--- config.mk ---
export PLATFORM = sky130hd
export DESIGN_NAME = irq_single_req
export DESIGN_NICKNAME = d
export VERILOG_FILES = /design/src/rtl/irqc_pkg.sv /design/src/rtl/irqc_lowpick.sv /design/src/rtl/irqc_regs.sv /design/src/rtl/irqc_arb.sv /design/src/rtl/irqc_linemap.sv /design/src/rtl/irq_single_req.sv
export SDC_FILE = /design/constraint.sdc
export NUM_CORES = 1
export LEC_CHECK = 0
export CAP_MARGIN = 20
export CELL_PAD_IN_SITES_DETAIL_PLACEMENT = 0
export CELL_PAD_IN_SITES_GLOBAL_PLACEMENT = 1
export CORE_ASPECT_RATIO = 2
export CORE_MARGIN = 5
export CORE_UTILIZATION = 36
export DETAILED_ROUTE_END_ITERATION = 6
export GPL_ROUTABILITY_DRIVEN = 0
export PLACE_DENSITY = 0.89
export SLEW_MARGIN = 20
export SYNTH_ARGS = -nofsm -noshare
export SYNTH_HDL_FRONTEND = slang
export SYNTH_HIERARCHICAL = 1
export SYNTH_SLANG_ARGS = --single-unit
export TNS_END_PERCENT = 50
--- constraint.sdc ---
create_clock -name clk -period 2.55 [get_ports clk]
set_clock_uncertainty 0.1 [all_clocks]
set_input_delay 0.255 -clock clk [delete_from_list [all_inputs] [get_ports clk]]
set_output_delay 0.255 -clock clk [all_outputs]
set_load 0.03 [all_outputs]
--- src/rtl/irqc_pkg.sv ---
package irqc_pkg;

   localparam int unsigned REG_W  = 32;
   localparam int unsigned EN_BIT = 31;

   typedef enum logic [1:0] {
      RG_PCI_MAP = 2'd0,
      RG_OB_MAP  = 2'd1,
      RG_PCI_CLR = 2'd2,
      RG_OB_CLR  = 2'd3
   } rgn_e;

   typedef struct packed {
      logic       vld;
      rgn_e       rgn;
      logic [4:0] idx;
      logic       en;
   } wr_evt_t;

   function automatic logic [30:0] pci_map_init(input logic [31:0] g);
      logic [31:0] v;
      v = (32'h1F << 6) | (g << 2);
      return v[30:0];
   endfunction

   function automatic logic [30:0] ob_map_init(input logic [31:0] j);
      logic [31:0] v;
      v = ((32'h1F << 6) | 32'h20) + j;
      return v[30:0];
   endfunction

endpackage

--- src/rtl/irqc_lowpick.sv ---
module irqc_lowpick #(
   parameter int unsigned W     = 64,
   parameter int unsigned IDX_W = (W > 1) ? $clog2(W) : 1
) (
   input  logic [W-1:0]     vec,
   output logic             hit,
   output logic [IDX_W-1:0] idx
);

   always_comb begin
      hit = |vec;
      idx = '0;
      for (int i = W - 1; i >= 0; i--) begin
         if (vec[i]) idx = IDX_W'(i);
      end
   end

endmodule

--- src/rtl/irqc_regs.sv ---
module irqc_regs
   import irqc_pkg::*;
#(
   parameter int unsigned NUM_GRP    = 8,
   parameter int unsigned PER_GRP    = 4,
   parameter int unsigned NUM_OB     = 32,
   parameter int unsigned ADDR_W     = 16,
   parameter logic [7:0]  PG_PCI_MAP = 8'h0C,
   parameter logic [7:0]  PG_OB_MAP  = 8'h10,
   parameter logic [7:0]  PG_PCI_CLR = 8'h14,
   parameter logic [7:0]  PG_OB_CLR  = 8'h18,
   localparam int unsigned NUM_PCI   = NUM_GRP * PER_GRP,
   localparam int unsigned NUM_LINES = NUM_PCI + NUM_OB
) (
   input  logic                 clk,
   input  logic                 rst_n,
   input  logic                 reg_wr,
   input  logic [ADDR_W-1:0]    reg_addr,
   input  logic [REG_W-1:0]     reg_wdata,
   output logic [REG_W-1:0]     reg_rdata,
   output wr_evt_t              evt,
   output logic [NUM_LINES-1:0] line_en_q,
   output logic [NUM_LINES-1:0] line_en_nxt
);

   logic [NUM_GRP-1:0] pci_en_q, pci_en_nxt;
   logic [NUM_OB-1:0]  ob_en_q,  ob_en_nxt;

   logic       hi_ok;
   logic [7:0] page;
   logic       odd;
   logic [2:0] g_map;
   logic [2:0] g_clr;
   logic [4:0] j_idx;
   logic       g_map_ok, g_clr_ok, j_ok;
   logic       hit_pci_map, hit_ob_map, hit_pci_clr, hit_ob_clr;
   logic       unused_bits;

   assign page  = reg_addr[15:8];
   assign odd   = reg_addr[2];
   assign g_map = reg_addr[5:3];
   assign g_clr = reg_addr[7:5];
   assign j_idx = reg_addr[7:3];

   assign unused_bits = ^{reg_addr[1:0], reg_wdata[EN_BIT-1:0]};

   // upper address bits beyond the 64 KiB window must be zero
   if (ADDR_W > 16) begin : g_hi
      assign hi_ok = ~|reg_addr[ADDR_W-1:16];
   end else begin : g_nohi
      assign hi_ok = 1'b1;
   end

   // index range checks, trivial when the array fills its index field
   if (NUM_GRP == 8) begin : g_grp_full
      assign g_map_ok = 1'b1;
      assign g_clr_ok = 1'b1;
   end else begin : g_grp_part
      assign g_map_ok = (32'(g_map) < NUM_GRP);
      assign g_clr_ok = (32'(g_clr) < NUM_GRP);
   end

   if (NUM_OB == 32) begin : g_ob_full
      assign j_ok = 1'b1;
   end else begin : g_ob_part
      assign j_ok = (32'(j_idx) < NUM_OB);
   end

   assign hit_pci_map = hi_ok && odd && (page == PG_PCI_MAP)
                        && (reg_addr[7:6] == 2'b00) && g_map_ok;
   assign hit_ob_map  = hi_ok && odd && (page == PG_OB_MAP)  && j_ok;
   assign hit_pci_clr = hi_ok && odd && (page == PG_PCI_CLR) && g_clr_ok;
   assign hit_ob_clr  = hi_ok && odd && (page == PG_OB_CLR)  && j_ok;

   // enable storage: only bit 31 of a mapping write is kept
   always_comb begin
      pci_en_nxt = pci_en_q;
      ob_en_nxt  = ob_en_q;
      if (reg_wr && hit_pci_map) pci_en_nxt[g_map] = reg_wdata[EN_BIT];
      if (reg_wr && hit_ob_map)  ob_en_nxt[j_idx]  = reg_wdata[EN_BIT];
   end

   always_ff @(posedge clk or negedge rst_n) begin
      if (!rst_n) begin
         pci_en_q <= '0;
         ob_en_q  <= '0;
      end else begin
         pci_en_q <= pci_en_nxt;
         ob_en_q  <= ob_en_nxt;
      end
   end

   // event toward the arbiter
   always_comb begin
      evt     = '0;
      evt.en  = reg_wdata[EN_BIT];
      evt.idx = j_idx;
      if (reg_wr) begin
         if (hit_pci_map) begin
            evt.vld = 1'b1;
            evt.rgn = RG_PCI_MAP;
            evt.idx = {2'b00, g_map};
         end else if (hit_ob_map) begin
            evt.vld = 1'b1;
            evt.rgn = RG_OB_MAP;
         end else if (hit_pci_clr) begin
            evt.vld = 1'b1;
            evt.rgn = RG_PCI_CLR;
            evt.idx = {2'b00, g_clr};
         end else if (hit_ob_clr) begin
            evt.vld = 1'b1;
            evt.rgn = RG_OB_CLR;
         end
      end
   end

   // read path: low bits are fixed, so they are computed, not stored
   always_comb begin
      reg_rdata = '0;
      if (hit_pci_map)
         reg_rdata = {pci_en_q[g_map], pci_map_init(32'(g_map))};
      else if (hit_ob_map)
         reg_rdata = {ob_en_q[j_idx], ob_map_init(32'(j_idx))};
   end

   // per-line enable expansion
   for (genvar l = 0; l < NUM_PCI; l++) begin : g_pci_line
      assign line_en_q[l]   = pci_en_q[l / PER_GRP];
      assign line_en_nxt[l] = pci_en_nxt[l / PER_GRP];
   end
   for (genvar l = 0; l < NUM_OB; l++) begin : g_ob_line
      assign line_en_q[NUM_PCI + l]   = ob_en_q[l];
      assign line_en_nxt[NUM_PCI + l] = ob_en_nxt[l];
   end

endmodule

--- src/rtl/irqc_arb.sv ---
module irqc_arb
   import irqc_pkg::*;
#(
   parameter int unsigned NUM_GRP    = 8,
   parameter int unsigned PER_GRP    = 4,
   parameter int unsigned NUM_OB     = 32,
   localparam int unsigned NUM_PCI   = NUM_GRP * PER_GRP,
   localparam int unsigned NUM_LINES = NUM_PCI + NUM_OB,
   localparam int unsigned VEC_W     = $clog2(NUM_LINES)
) (
   input  logic                 clk,
   input  logic                 rst_n,
   input  logic [NUM_LINES-1:0] irq_lvl,
   input  logic [NUM_LINES-1:0] line_en_nxt,
   input  wr_evt_t              evt,
   output logic [NUM_LINES-1:0] in_q,
   output logic                 req_vld,
   output logic [VEC_W-1:0]     req_vec,
   output logic                 req_stb
);

   localparam logic [NUM_LINES-1:0] PCI_MASK =
      {{NUM_OB{1'b0}}, {NUM_PCI{1'b1}}};

   logic [NUM_LINES-1:0] cand, pre;
   logic                 scan_hit, pre_hit;
   logic [VEC_W-1:0]     scan_idx, pre_idx;
   logic [31:0]          req_n, ev_i;
   logic                 req_is_pci;
   logic                 drop;
   logic                 nxt_vld, load;
   logic [VEC_W-1:0]     nxt_vec;

   // latched input vector, used for edge detection on slot lines
   always_ff @(posedge clk or negedge rst_n) begin
      if (!rst_n) in_q <= '0;
      else        in_q <= irq_lvl;
   end

   assign cand = irq_lvl & line_en_nxt;
   assign pre  = irq_lvl & ~in_q & line_en_nxt & PCI_MASK;

   irqc_lowpick #(.W(NUM_LINES), .IDX_W(VEC_W)) u_scan (
      .vec (cand),
      .hit (scan_hit),
      .idx (scan_idx)
   );

   irqc_lowpick #(.W(NUM_LINES), .IDX_W(VEC_W)) u_pre (
      .vec (pre),
      .hit (pre_hit),
      .idx (pre_idx)
   );

   assign req_n      = 32'(req_vec);
   assign ev_i       = 32'(evt.idx);
   assign req_is_pci = (req_n < NUM_PCI);

   // drop decision: owner disabled or acknowledged
   always_comb begin
      drop = 1'b0;
      if (req_vld && evt.vld) begin
         case (evt.rgn)
            RG_PCI_MAP: drop = req_is_pci && !evt.en
                               && ((req_n / PER_GRP) == ev_i);
            RG_OB_MAP:  drop = !req_is_pci && !evt.en
                               && ((req_n - NUM_PCI) == ev_i);
            RG_PCI_CLR: drop = req_is_pci && ((req_n / PER_GRP) == ev_i);
            RG_OB_CLR:  drop = !req_is_pci && ((req_n - NUM_PCI) == ev_i);
            default:    drop = 1'b0;
         endcase
      end
   end

   // next request: rescan when idle or dropped, else hold or pre-empt
   always_comb begin
      nxt_vld = req_vld;
      nxt_vec = req_vec;
      load    = 1'b0;
      if (!req_vld || drop) begin
         nxt_vld = scan_hit;
         nxt_vec = scan_hit ? scan_idx : '0;
         load    = scan_hit;
      end else if (pre_hit) begin
         nxt_vec = pre_idx;
         load    = 1'b1;
      end
   end

   always_ff @(posedge clk or negedge rst_n) begin
      if (!rst_n) begin
         req_vld <= 1'b0;
         req_vec <= '0;
         req_stb <= 1'b0;
      end else begin
         req_vld <= nxt_vld;
         req_vec <= nxt_vec;
         req_stb <= load;
      end
   end

endmodule

--- src/rtl/irqc_linemap.sv ---
module irqc_linemap #(
   parameter int unsigned SLOT_W = 5,
   parameter int unsigned LINE_W = 5
) (
   input  logic [SLOT_W-1:0] slot,
   input  logic              fn_odd,
   input  logic [1:0]        pin,
   output logic [LINE_W-1:0] line
);

   logic [SLOT_W+4:0] sum;
   logic              unused_hi;

   assign sum = ({5'b0, slot} << 2)
              + (fn_odd ? (SLOT_W+5)'(16) : '0)
              + (SLOT_W+5)'(pin);

   assign line      = sum[LINE_W-1:0];
   assign unused_hi = ^sum[SLOT_W+4:LINE_W];

endmodule

--- src/rtl/irq_single_req.sv ---
module irq_single_req
   import irqc_pkg::*;
#(
   parameter int unsigned NUM_GRP = 8,
   parameter int unsigned PER_GRP = 4,
   parameter int unsigned NUM_OB  = 32,
   parameter int unsigned ADDR_W  = 16,
   parameter int unsigned SLOT_W  = 5
) (
   input  logic                                    clk,
   input  logic                                    rst_n,
   input  logic [NUM_GRP*PER_GRP+NUM_OB-1:0]       irq_lvl,
   input  logic                                    reg_wr,
   input  logic [ADDR_W-1:0]                       reg_addr,
   input  logic [REG_W-1:0]                        reg_wdata,
   output logic [REG_W-1:0]                        reg_rdata,
   output logic                                    req_vld,
   output logic [$clog2(NUM_GRP*PER_GRP+NUM_OB)-1:0] req_vec,
   output logic                                    req_stb,
   input  logic [SLOT_W-1:0]                       map_slot,
   input  logic                                    map_fn_odd,
   input  logic [1:0]                              map_pin,
   output logic [4:0]                              map_line
);

   localparam int unsigned NUM_PCI   = NUM_GRP * PER_GRP;
   localparam int unsigned NUM_LINES = NUM_PCI + NUM_OB;
   localparam int unsigned VEC_W     = $clog2(NUM_LINES);

   // elaboration-time parameter checks
   if (NUM_GRP < 1 || NUM_GRP > 8) begin : g_bad_grp
      $error("NUM_GRP must be 1..8");
   end
   if (PER_GRP < 1 || NUM_PCI > 32) begin : g_bad_per
      $error("NUM_GRP*PER_GRP must be 1..32");
   end
   if (NUM_OB < 1 || NUM_OB > 32) begin : g_bad_ob
      $error("NUM_OB must be 1..32");
   end
   if (ADDR_W < 16) begin : g_bad_aw
      $error("ADDR_W must be at least 16");
   end
   if (SLOT_W < 3) begin : g_bad_slot
      $error("SLOT_W must be at least 3");
   end

   wr_evt_t              evt;
   logic [NUM_LINES-1:0] line_en_q;
   logic [NUM_LINES-1:0] line_en_nxt;
   logic [NUM_LINES-1:0] in_q;

   irqc_regs #(
      .NUM_GRP (NUM_GRP),
      .PER_GRP (PER_GRP),
      .NUM_OB  (NUM_OB),
      .ADDR_W  (ADDR_W)
   ) u_regs (
      .clk         (clk),
      .rst_n       (rst_n),
      .reg_wr      (reg_wr),
      .reg_addr    (reg_addr),
      .reg_wdata   (reg_wdata),
      .reg_rdata   (reg_rdata),
      .evt         (evt),
      .line_en_q   (line_en_q),
      .line_en_nxt (line_en_nxt)
   );

   irqc_arb #(
      .NUM_GRP (NUM_GRP),
      .PER_GRP (PER_GRP),
      .NUM_OB  (NUM_OB)
   ) u_arb (
      .clk         (clk),
      .rst_n       (rst_n),
      .irq_lvl     (irq_lvl),
      .line_en_nxt (line_en_nxt),
      .evt         (evt),
      .in_q        (in_q),
      .req_vld     (req_vld),
      .req_vec     (req_vec),
      .req_stb     (req_stb)
   );

   irqc_linemap #(
      .SLOT_W (SLOT_W),
      .LINE_W (5)
   ) u_linemap (
      .slot   (map_slot),
      .fn_odd (map_fn_odd),
      .pin    (map_pin),
      .line   (map_line)
   );

endmodule

==> metrics.sh, run 1 <==
DETAILEDPLACE.WORSTSLACK_NS=-1.769
POSTLAYOUTSETUPSLACKWORST_NS=-1.001
CRITICAL_PATH.MAX_FANOUT=8
FLOORPLAN.DIE.WIDTH_UM=105.2
CRITPATHSLOWESTCELL='sky130_fd_sc_hd__or4b_4'
TIMING.RR.END='u_arb/req_stb'
GROUTE.USAGE.OVERALL_PCT=20.58
POST_DRT_WL_PER_CELL_UM=16.65
DEPTH_OF_THE_WORST_REGISTER_TO_REGISTER_PATH=8
DETAIL_ROUTE.VIAS_PER_CELL=5.022
PERIOD_SHARE_PCT=139.3
DESIGN.DIE.AREA_SQ_UM=21070
TRITONCTS_NUM_SINKS=80
CRIT_PATH_CELL_TRACE='buf_6 -> or4b_4 -> nor4_4 -> buf_4 -> buf_4 -> buf_4 -> buf_4 -> nand3_4 -> nor2_1 -> mux2_2 -> and2_1 -> buf_4 -> nor2_1 -> and3_1 -> nand2_1 -> nor2_2 -> nand3b_1 -> mux2_4'
WORST_PATH_LARGEST_CELL_DELAY_NS=0.56
CRITICAL-PATH-TOP-DELAY-FAMILY='simple AND/OR/NAND/NOR gates'
ROUTE.DETAILED.DRC=0
GRT_FIRST_PASS_WIRELENGTH_UM=34440
WORSTPATHBUFFERINVERTERCOUNT=6
R2R_SETUP_SLACK_NS=-0.12
CTS.ROOT.BUFFER_CELL='sky130_fd_sc_hd__clkbuf_16'
FINAL_MAX_SLEW_VIOL_COUNT=0
WORSTSETUPSTARTPOINTTYPE='input port'
TIMING_WORST_SLEW_PIN_VALUE_NS=0.5779
SETUP_VIOL=9
CTS-BUFFERS-INSERTED=9
YOSYS_WARNING_COUNT=6
RSZ0062_AT_GRT='true'
LARGEST_NET_DEGREE_AT_THE_START_OF_GLOBAL_ROUTING=43
TIMING.CRITICAL_PATH.REQUIRED_NS=2.69
FINALHOLDVIOLATIONS=0
CTS_HTREE_LEVELS=3
FIN_NETS=1239
CLOCK.FMAX_GHz=0.2816
VIOLATIONS='negative setup slack'
TRITONCTS='yes'
DR_TOTAL_VIAS=6699
PLACE.DETAILED.HPWL_UM=18270
INITIAL_ANTENNA_VIOLATION_COUNT=0
CRITICAL_PATH_ARRIVAL_NS=3.69
WORSTSKEWPAIRLATENCY_NS=0.35
POST-ROUTE-MIN-PERIOD_NS=3.551
MAX_CAP_VIOLATIONS=0
CTSLONGESTPATHBUFFERS=2
PORTBUFS=104
TIMING.CRITICAL_PATH.MODE_CELL='sky130_fd_sc_hd__buf_4'
POWER-PER-CELL-AREA_nW_PER_UM2=338.2
SYNTHESIS.INSTANCES=746
NUM_ROWS=69
SYNTHESIZED_CELL_AREA_SQ_UM=6520
NUMBER_OF_INSERTED_DIODES=0
START_UTIL_PCT=36.66
SYNTH_AREA_PER_CELL_SQ_UM=8.740
DIE_HEIGHT_UM=200.3
DRIVE_GT1_SHARE_PCT=30.60
ANTENNA_VIOLATING_NETS_POST_ROUTE=0
ROUTE.FINAL.WIRE_LENGTH_UM=22220
STATUS='complete, but fails checks'
WORST_IR_DROP_VDD_mV=0.3151
AREA.GROWTH.SYNTH_TO_FINAL_PCT=51.35
WORSTSETUPENDPOINTTYPE='flip-flop'
R2R_START='u_regs/ob_en_q[28]'
LEAKAGEPOWER_uW=0.004842
MAX-SLEW-MARGIN-REL_PCT=60.98
FLOORPLAN.CORE_AREA_SQ_UM=17780
MIN_DELAY_PATH_DEPTH=1
BOUNDARYPINS=168
DR.PASS1.ITERS=7
WORST_HOLD_PATH.ENDPOINT='u_arb/in_q[3]'
FINAL.FILL_COUNT=1612
DRT_FIRST_ITER_VIOLATIONS=274
GLOBALROUTE.TOTALOVERFLOW=0
MIN_PATH_TYPE='input port to flip-flop'
CLKTRANSATPATHREGS_NS=0.07
HOLDCRITSTARTPOINT='irq_lvl[3]'
WORST_HOLD_SLACK_NS=0.2730
GRT_PASS1_VIAS=6960
TIMING.SETUP.CRITICAL_PATH_CLASS='input port to flip-flop'
-- worst reg2reg max path, stage by stage (launching register included) --
cell                       delay (ns)
sky130_fd_sc_hd__dfrtp_1         0.38
sky130_fd_sc_hd__mux2_4          0.28
sky130_fd_sc_hd__and2_4          0.15
sky130_fd_sc_hd__or4_4           0.55
sky130_fd_sc_hd__nor4b_4         0.29
sky130_fd_sc_hd__nand3_2         0.14
sky130_fd_sc_hd__nor2_2          0.13
sky130_fd_sc_hd__nand3b_1        0.23
sky130_fd_sc_hd__mux2_4          0.33
-- final cells by class --
class	count	area, sq um	share of cell area, %
repair buffers	294	2495	25.28
clock inverters	7	55.05	0.5579
inverters	21	78.83	0.7988
clock buffers	9	225.2	2.282
well taps	213	266.5	2.701
flip-flops and latches	80	2002	20.29
multi-input cells	710	4746	48.09
-- worst max path at each step --
stage,start,to,cells after the start
6_report,reg_addr[13],u_arb/req_stb,18
4_1_cts,reg_addr[13],u_arb/req_stb,14
3_3_place_gp,reg_addr[9],u_arb/req_vld,15
3_5_place_dp,reg_addr[9],u_arb/req_vld,15
2_1_floorplan,reg_addr[9],u_arb/req_vld,12
5_1_grt,reg_addr[13],u_arb/req_stb,14
-- sequential cells by signal, indices dropped and copies added, names as in the netlist --
register and cells:
u_regs/ob_en_q 32, u_arb/req_vld 1, u_regs/pci_en_q 8, u_arb/req_vec 6, u_arb/in_q 32, u_arb/req_stb 1
-- report_power, final --
group | leakage [uW] | switching (uW) | internal [uW]
clock | 0.000121 | 573 | 666
combinational | 0.00368 | 372 | 345
sequential | 0.00104 | 56.6 | 1330
total | 0.00484 | 1000 | 2340
-- layout by cell type (no fill, tap or decap), types with 5 or more instances in the layout --
master                              n
sky130_fd_sc_hd__a21oi_1           22
sky130_fd_sc_hd__a31oi_1            7
sky130_fd_sc_hd__and2_1            61
sky130_fd_sc_hd__and2_4             9
sky130_fd_sc_hd__buf_4            193
sky130_fd_sc_hd__buf_6              6
sky130_fd_sc_hd__clkbuf_16          9
sky130_fd_sc_hd__clkdlybuf4s50_1   80
sky130_fd_sc_hd__clkinvlp_4         5
sky130_fd_sc_hd__conb_1           137
sky130_fd_sc_hd__dfrtp_1           80
sky130_fd_sc_hd__inv_1             21
sky130_fd_sc_hd__mux2_2            32
sky130_fd_sc_hd__mux2_4             9
sky130_fd_sc_hd__mux2i_1           28
sky130_fd_sc_hd__nand2_1           36
sky130_fd_sc_hd__nand2b_1           9
sky130_fd_sc_hd__nand3_1           20
sky130_fd_sc_hd__nand4_1            7
sky130_fd_sc_hd__nor2_1            74
sky130_fd_sc_hd__nor2_2             5
sky130_fd_sc_hd__nor2b_1           38
sky130_fd_sc_hd__nor2b_4            7
sky130_fd_sc_hd__nor3_1            22
sky130_fd_sc_hd__nor4_1            22
sky130_fd_sc_hd__nor4_2             7
sky130_fd_sc_hd__nor4_4            11
sky130_fd_sc_hd__o211ai_1           8
sky130_fd_sc_hd__o21a_1             6
sky130_fd_sc_hd__o21ai_0           12
sky130_fd_sc_hd__o21bai_1           6
sky130_fd_sc_hd__o31ai_1            6
sky130_fd_sc_hd__or3_1              6
sky130_fd_sc_hd__or4_4              8
sky130_fd_sc_hd__xnor2_1            7
-- routing by layer --
layer	up-vias	GRT usage (%)	wire length (um)
met2	275	41.68	12880
met5	-	0	0
met1	3103	17.09	6415
met4	0	16.05	1945
li1	3227	-	-
met3	94	1.965	972
-- through the flow --
stage / instance area [sq um] / std cells / TNS [ns] / power (uW) / utilization (%)
after floorplan: 7082 / 881 / -8.805 / 1751 / -
after global placement: 9223 / 1304 / -14.20 / 2088 / 51.86
final: 9868 / 1334 / -7.759 / 3338 / 55.49
after global routing: 9868 / 1334 / -8.908 / 3447 / 55.49
after detailed placement: 9223 / 1304 / -15.74 / 2095 / 51.86
after CTS: 9719 / 1330 / -7.792 / 3351 / 54.65
-- what timing repair did --
action | 4_1_cts | 5_1_grt
buffers inserted | 9 | 4
gates resized for setup | 54 | 25
hold buffers | 1 | 0
hold endpoints to repair | 41 | 0
pin swaps | 30 | 15
endpoints found under the setup margin | 9 | 9
No activity file was read; power rests on OpenSTA's default activity.
==> run 2: changes to the inputs <==
==> constraint.sdc (replaced) <==
create_clock -name clk -period 2.55 [get_ports clk]
set_clock_uncertainty 0.1 [all_clocks]
set_input_delay 0.51 -clock clk [delete_from_list [all_inputs] [get_ports clk]]
set_output_delay 0.51 -clock clk [all_outputs]
set_load 0.03 [all_outputs]
==> run 2 against run 1 <==
Net effect: the run still ends with negative setup slack left; design area up 5.6%; via count up 4.0%; worst hold slack better by 0.13 ns; clock power up 30%; sequential power about the same; combinational power up 5.0%; final cell count up 2.0%; critical path depth down 2; critical endpoint is now u_arb/req_vec[2]; largest cell class unchanged; largest power group is now clock.
==> metrics.sh, run 2 (synthesized netlist as in run 1, its figures left out) <==
DRT_FIRST_ITER_VIOLATIONS=353  # was 274
LARGESTREGISTERS='u_arb/in_q (32), u_regs/ob_en_q (32), u_regs/pci_en_q (8)'  # unchanged
START_UTIL_PCT=36.66  # unchanged
POSTLAYOUTSETUPSLACKWORST_NS=-1.352  # was -1.001 ns
PLACE.DETAILED.HPWL_UM=18480  # was 18270 um
CRITICAL_PATH_ARRIVAL_NS=4.03  # was 3.69 ns
DESIGN.DIE.AREA_SQ_UM=21070  # unchanged
FINALHOLDVIOLATIONS=0  # unchanged
GROUTE.USAGE.OVERALL_PCT=21.73  # was 20.58%
POST-ROUTE-MIN-PERIOD_NS=3.902  # was 3.551 ns
TIMING.RR.END='u_arb/req_vec[2]'  # was u_arb/req_stb
TIMING_WORST_SLEW_PIN_VALUE_NS=0.6013  # was 0.5779 ns
DIE_HEIGHT_UM=200.3  # unchanged
MIN_DELAY_PATH_DEPTH=1  # unchanged
CTS-BUFFERS-INSERTED=9  # unchanged
LAYOUT_COMMON_CELLS='sky130_fd_sc_hd__buf_4, sky130_fd_sc_hd__conb_1, sky130_fd_sc_hd__dfrtp_1'  # was sky130_fd_sc_hd__buf_4, sky130_fd_sc_hd__conb_1, sky130_fd_sc_hd__clkdlybuf4s50_1, sky130_fd_sc_hd__dfrtp_1, sky130_fd_sc_hd__nor2_1
FLOORPLAN.DIE.WIDTH_UM=105.2  # unchanged
WORST_HOLD_PATH.ENDPOINT='u_regs/ob_en_q[24]'  # was u_arb/in_q[3]
FINAL_AREA_SQ_UM=10420  # was 9868 sq um
INITIAL_ANTENNA_VIOLATION_COUNT=0  # unchanged
VIOLATIONS='negative setup slack'  # unchanged
PERIOD_SHARE_PCT=153.0  # was 139.3%
CRITICAL_PATH.MAX_FANOUT=5  # was 8
MAX_CAP_VIOLATIONS=0  # unchanged
ROUTE.FINAL.WIRE_LENGTH_UM=24090  # was 22220 um
BOUNDARYPINS=168  # unchanged
NUM_ROWS=69  # unchanged
DEPTH_OF_THE_WORST_REGISTER_TO_REGISTER_PATH=10  # was 8
DRIVE_GT1_SHARE_PCT=35.37  # was 30.60%
CTS_HTREE_LEVELS=3  # unchanged
DR.PASS1.ITERS=4  # was 7
MOSTFREQUENTLAYOUTCELL='sky130_fd_sc_hd__buf_4'  # unchanged
WORSTSETUPSTARTPOINTTYPE='input port'  # unchanged
PORTBUFS=104  # unchanged
STATUS='complete, but fails checks'  # unchanged
POWER-PER-CELL-AREA_nW_PER_UM2=360.2  # was 338.2 nW/um^2
TRITONCTS='yes'  # unchanged
FLOORPLAN.CORE_AREA_SQ_UM=17780  # unchanged
R2R_SETUP_SLACK_NS=-0.14  # was -0.12 ns
GRT_PASS1_VIAS=7298  # was 6960
NUMBER_OF_INSERTED_DIODES=0  # unchanged
WORST_IR_DROP_VDD_mV=0.3275  # was 0.3151 mV
TRITONCTS_NUM_SINKS=80  # unchanged
FIN_NETS=1266  # was 1239
DETAIL_ROUTE.VIAS_PER_CELL=5.120  # was 5.022
CLOCK.FMAX_GHz=0.2563  # was 0.2816 GHz
LARGEST_NET_DEGREE_AT_THE_START_OF_GLOBAL_ROUTING=69  # was 43
TIMING.SETUP.CRITICAL_PATH_CLASS='input port to flip-flop'  # unchanged
WORSTSKEWPAIRLATENCY_NS=0.35  # about the same
RSZ0062_AT_GRT='true'  # unchanged
POST_DRT_WL_PER_CELL_UM=17.70  # was 16.65 um
CTS.ROOT.BUFFER_CELL='sky130_fd_sc_hd__clkbuf_16'  # unchanged
ANTENNA_VIOLATING_NETS_POST_ROUTE=0  # unchanged
AREA.GROWTH.SYNTH_TO_FINAL_PCT=59.76  # was 51.35%
DR_TOTAL_VIAS=6969  # was 6699
ROUTE.DETAILED.DRC=0  # unchanged
R2R_START='u_regs/pci_en_q[3]'  # was u_regs/ob_en_q[28]
GLOBALROUTE.TOTALOVERFLOW=0  # unchanged
GRT_FIRST_PASS_WIRELENGTH_UM=36150  # was 34440 um
TIMING.CRITICAL_PATH.REQUIRED_NS=2.68  # was 2.69 ns
POSTPLACECELLAREA_SQ_UM=9316  # was 9223 sq um
MIN_PATH_TYPE='flip-flop to flip-flop'  # was input port to flip-flop
HOLDCRITSTARTPOINT='u_regs/ob_en_q[24]'  # was irq_lvl[3]
FINAL_MAX_SLEW_VIOL_COUNT=0  # unchanged
MAX-SLEW-MARGIN-REL_PCT=59.39  # was 60.98%
CTSLONGESTPATHBUFFERS=2  # unchanged
WORSTSETUPENDPOINTTYPE='flip-flop'  # unchanged
CLKTRANSATPATHREGS_NS=0.06  # was 0.07 ns
SETUP_VIOL=17  # was 9
LEAKAGEPOWER_uW=0.005085  # was 0.004842 uW
DETAILEDPLACE.WORSTSLACK_NS=-2.077  # was -1.769 ns
[run 2: cell count changes in the layout (fill, tap and decap cells not counted), sizes merged]
cell and delta:
buf +30, bufinv +4, clkbuf +1, clkdlybuf4s15 +1
clkdlybuf4s50 -3, clkinv +2, clkinvlp -5, dlymetal6s2s -2
inv -1
[run 2: layer usage]
metal | track usage, % | wire length (um) | share of wire [%] | up-vias
met5 | 0 | 0 | 0 | -
met4 | 18.56 | 2328 | 9.7 | 0
met3 | 2.352 | 910 | 3.8 | 122
met2 | 43.42 | 13730 | 57 | 260
met1 | 17.67 | 7126 | 30 | 3299
li1 | - | - | - | 3288
[run 2: critical path: stages]
cell and delay [ns]:
sky130_fd_sc_hd__buf_6 0.09, sky130_fd_sc_hd__or4b_4 0.57, sky130_fd_sc_hd__buf_6 0.16, sky130_fd_sc_hd__nor4_4 0.28, sky130_fd_sc_hd__and2_4 0.23, sky130_fd_sc_hd__nand3_2 0.08
sky130_fd_sc_hd__mux2_4 0.35, sky130_fd_sc_hd__and2_4 0.15, sky130_fd_sc_hd__buf_6 0.11, sky130_fd_sc_hd__or4_4 0.59, sky130_fd_sc_hd__nor4_4 0.39, sky130_fd_sc_hd__o211ai_1 0.18
sky130_fd_sc_hd__o211ai_1 0.13, sky130_fd_sc_hd__a21boi_1 0.09, sky130_fd_sc_hd__nand2_1 0.06, sky130_fd_sc_hd__mux2i_1 0.06
[run 2: power by group]
part | total, uW | leakage (uW) | switching (uW) | internal [uW]
sequential | 1390 | 0.00104 | 60.5 | 1330
clock | 1610 | 0.000180 | 553 | 1060
combinational | 753 | 0.00387 | 389 | 364
total | 3750 | 0.00508 | 1000 | 2750
[run 2: area by class of cell]
type | instances | area [sq um]
clock inverters | 7 | 142.6
fillers | 1489 | 7368
multi-input cells | 710 | 4911
clock buffers | 9 | 225.2
inverters | 21 | 78.83
flip-flops and latches | 80 | 2002
repair buffers | 321 | 2790
well taps | 213 | 266.5
[run 2: worst max path at each step]
stage,cells past startpoint,startpoint,to,slack (ns)
after floorplan,12,reg_addr[9],u_arb/req_stb,-1.47
after global placement,16,reg_addr[9],u_arb/req_vec[2],-2.03
after detailed placement,17,reg_addr[9],u_arb/req_vec[2],-2.08
after CTS,16,reg_addr[13],u_arb/req_vec[2],-1.20
after global routing,18,reg_addr[13],u_arb/req_vec[1],-1.51
final,16,reg_addr[13],u_arb/req_vec[2],-1.35
[run 2: stage by stage]
step                      std cells  hold slack (ns)  TNS, ns  power [uW]  utilization [%]
final                          1361           0.4000   -13.52        3752            58.57
after global routing           1361           0.4322   -15.25        3855            58.57
after CTS                      1353           0.4028   -10.88        3751            57.03
after detailed placement       1314           0.2663   -32.13        2100            52.39
after global placement         1314           0.2643   -30.48        2091            52.39
after floorplan                 881           0.1144   -12.31        1758                -
[run 2: timing repair]
item | in CTS | in global routing
endpoints found under the hold margin | 12 | 0
gates cloned | 0 | 0
endpoints found under the setup margin | 29 | 19
buffers inserted | 22 | 8
gates resized for setup | 113 | 53
pin swaps | 36 | 15
hold buffers | 1 | 0
==> run 3: changes to the inputs <==
- SLEW_MARGIN: 20 -> 15
==> results of run 3 <==
The final DEF is identical to that of run 2; final timing and power are the same.
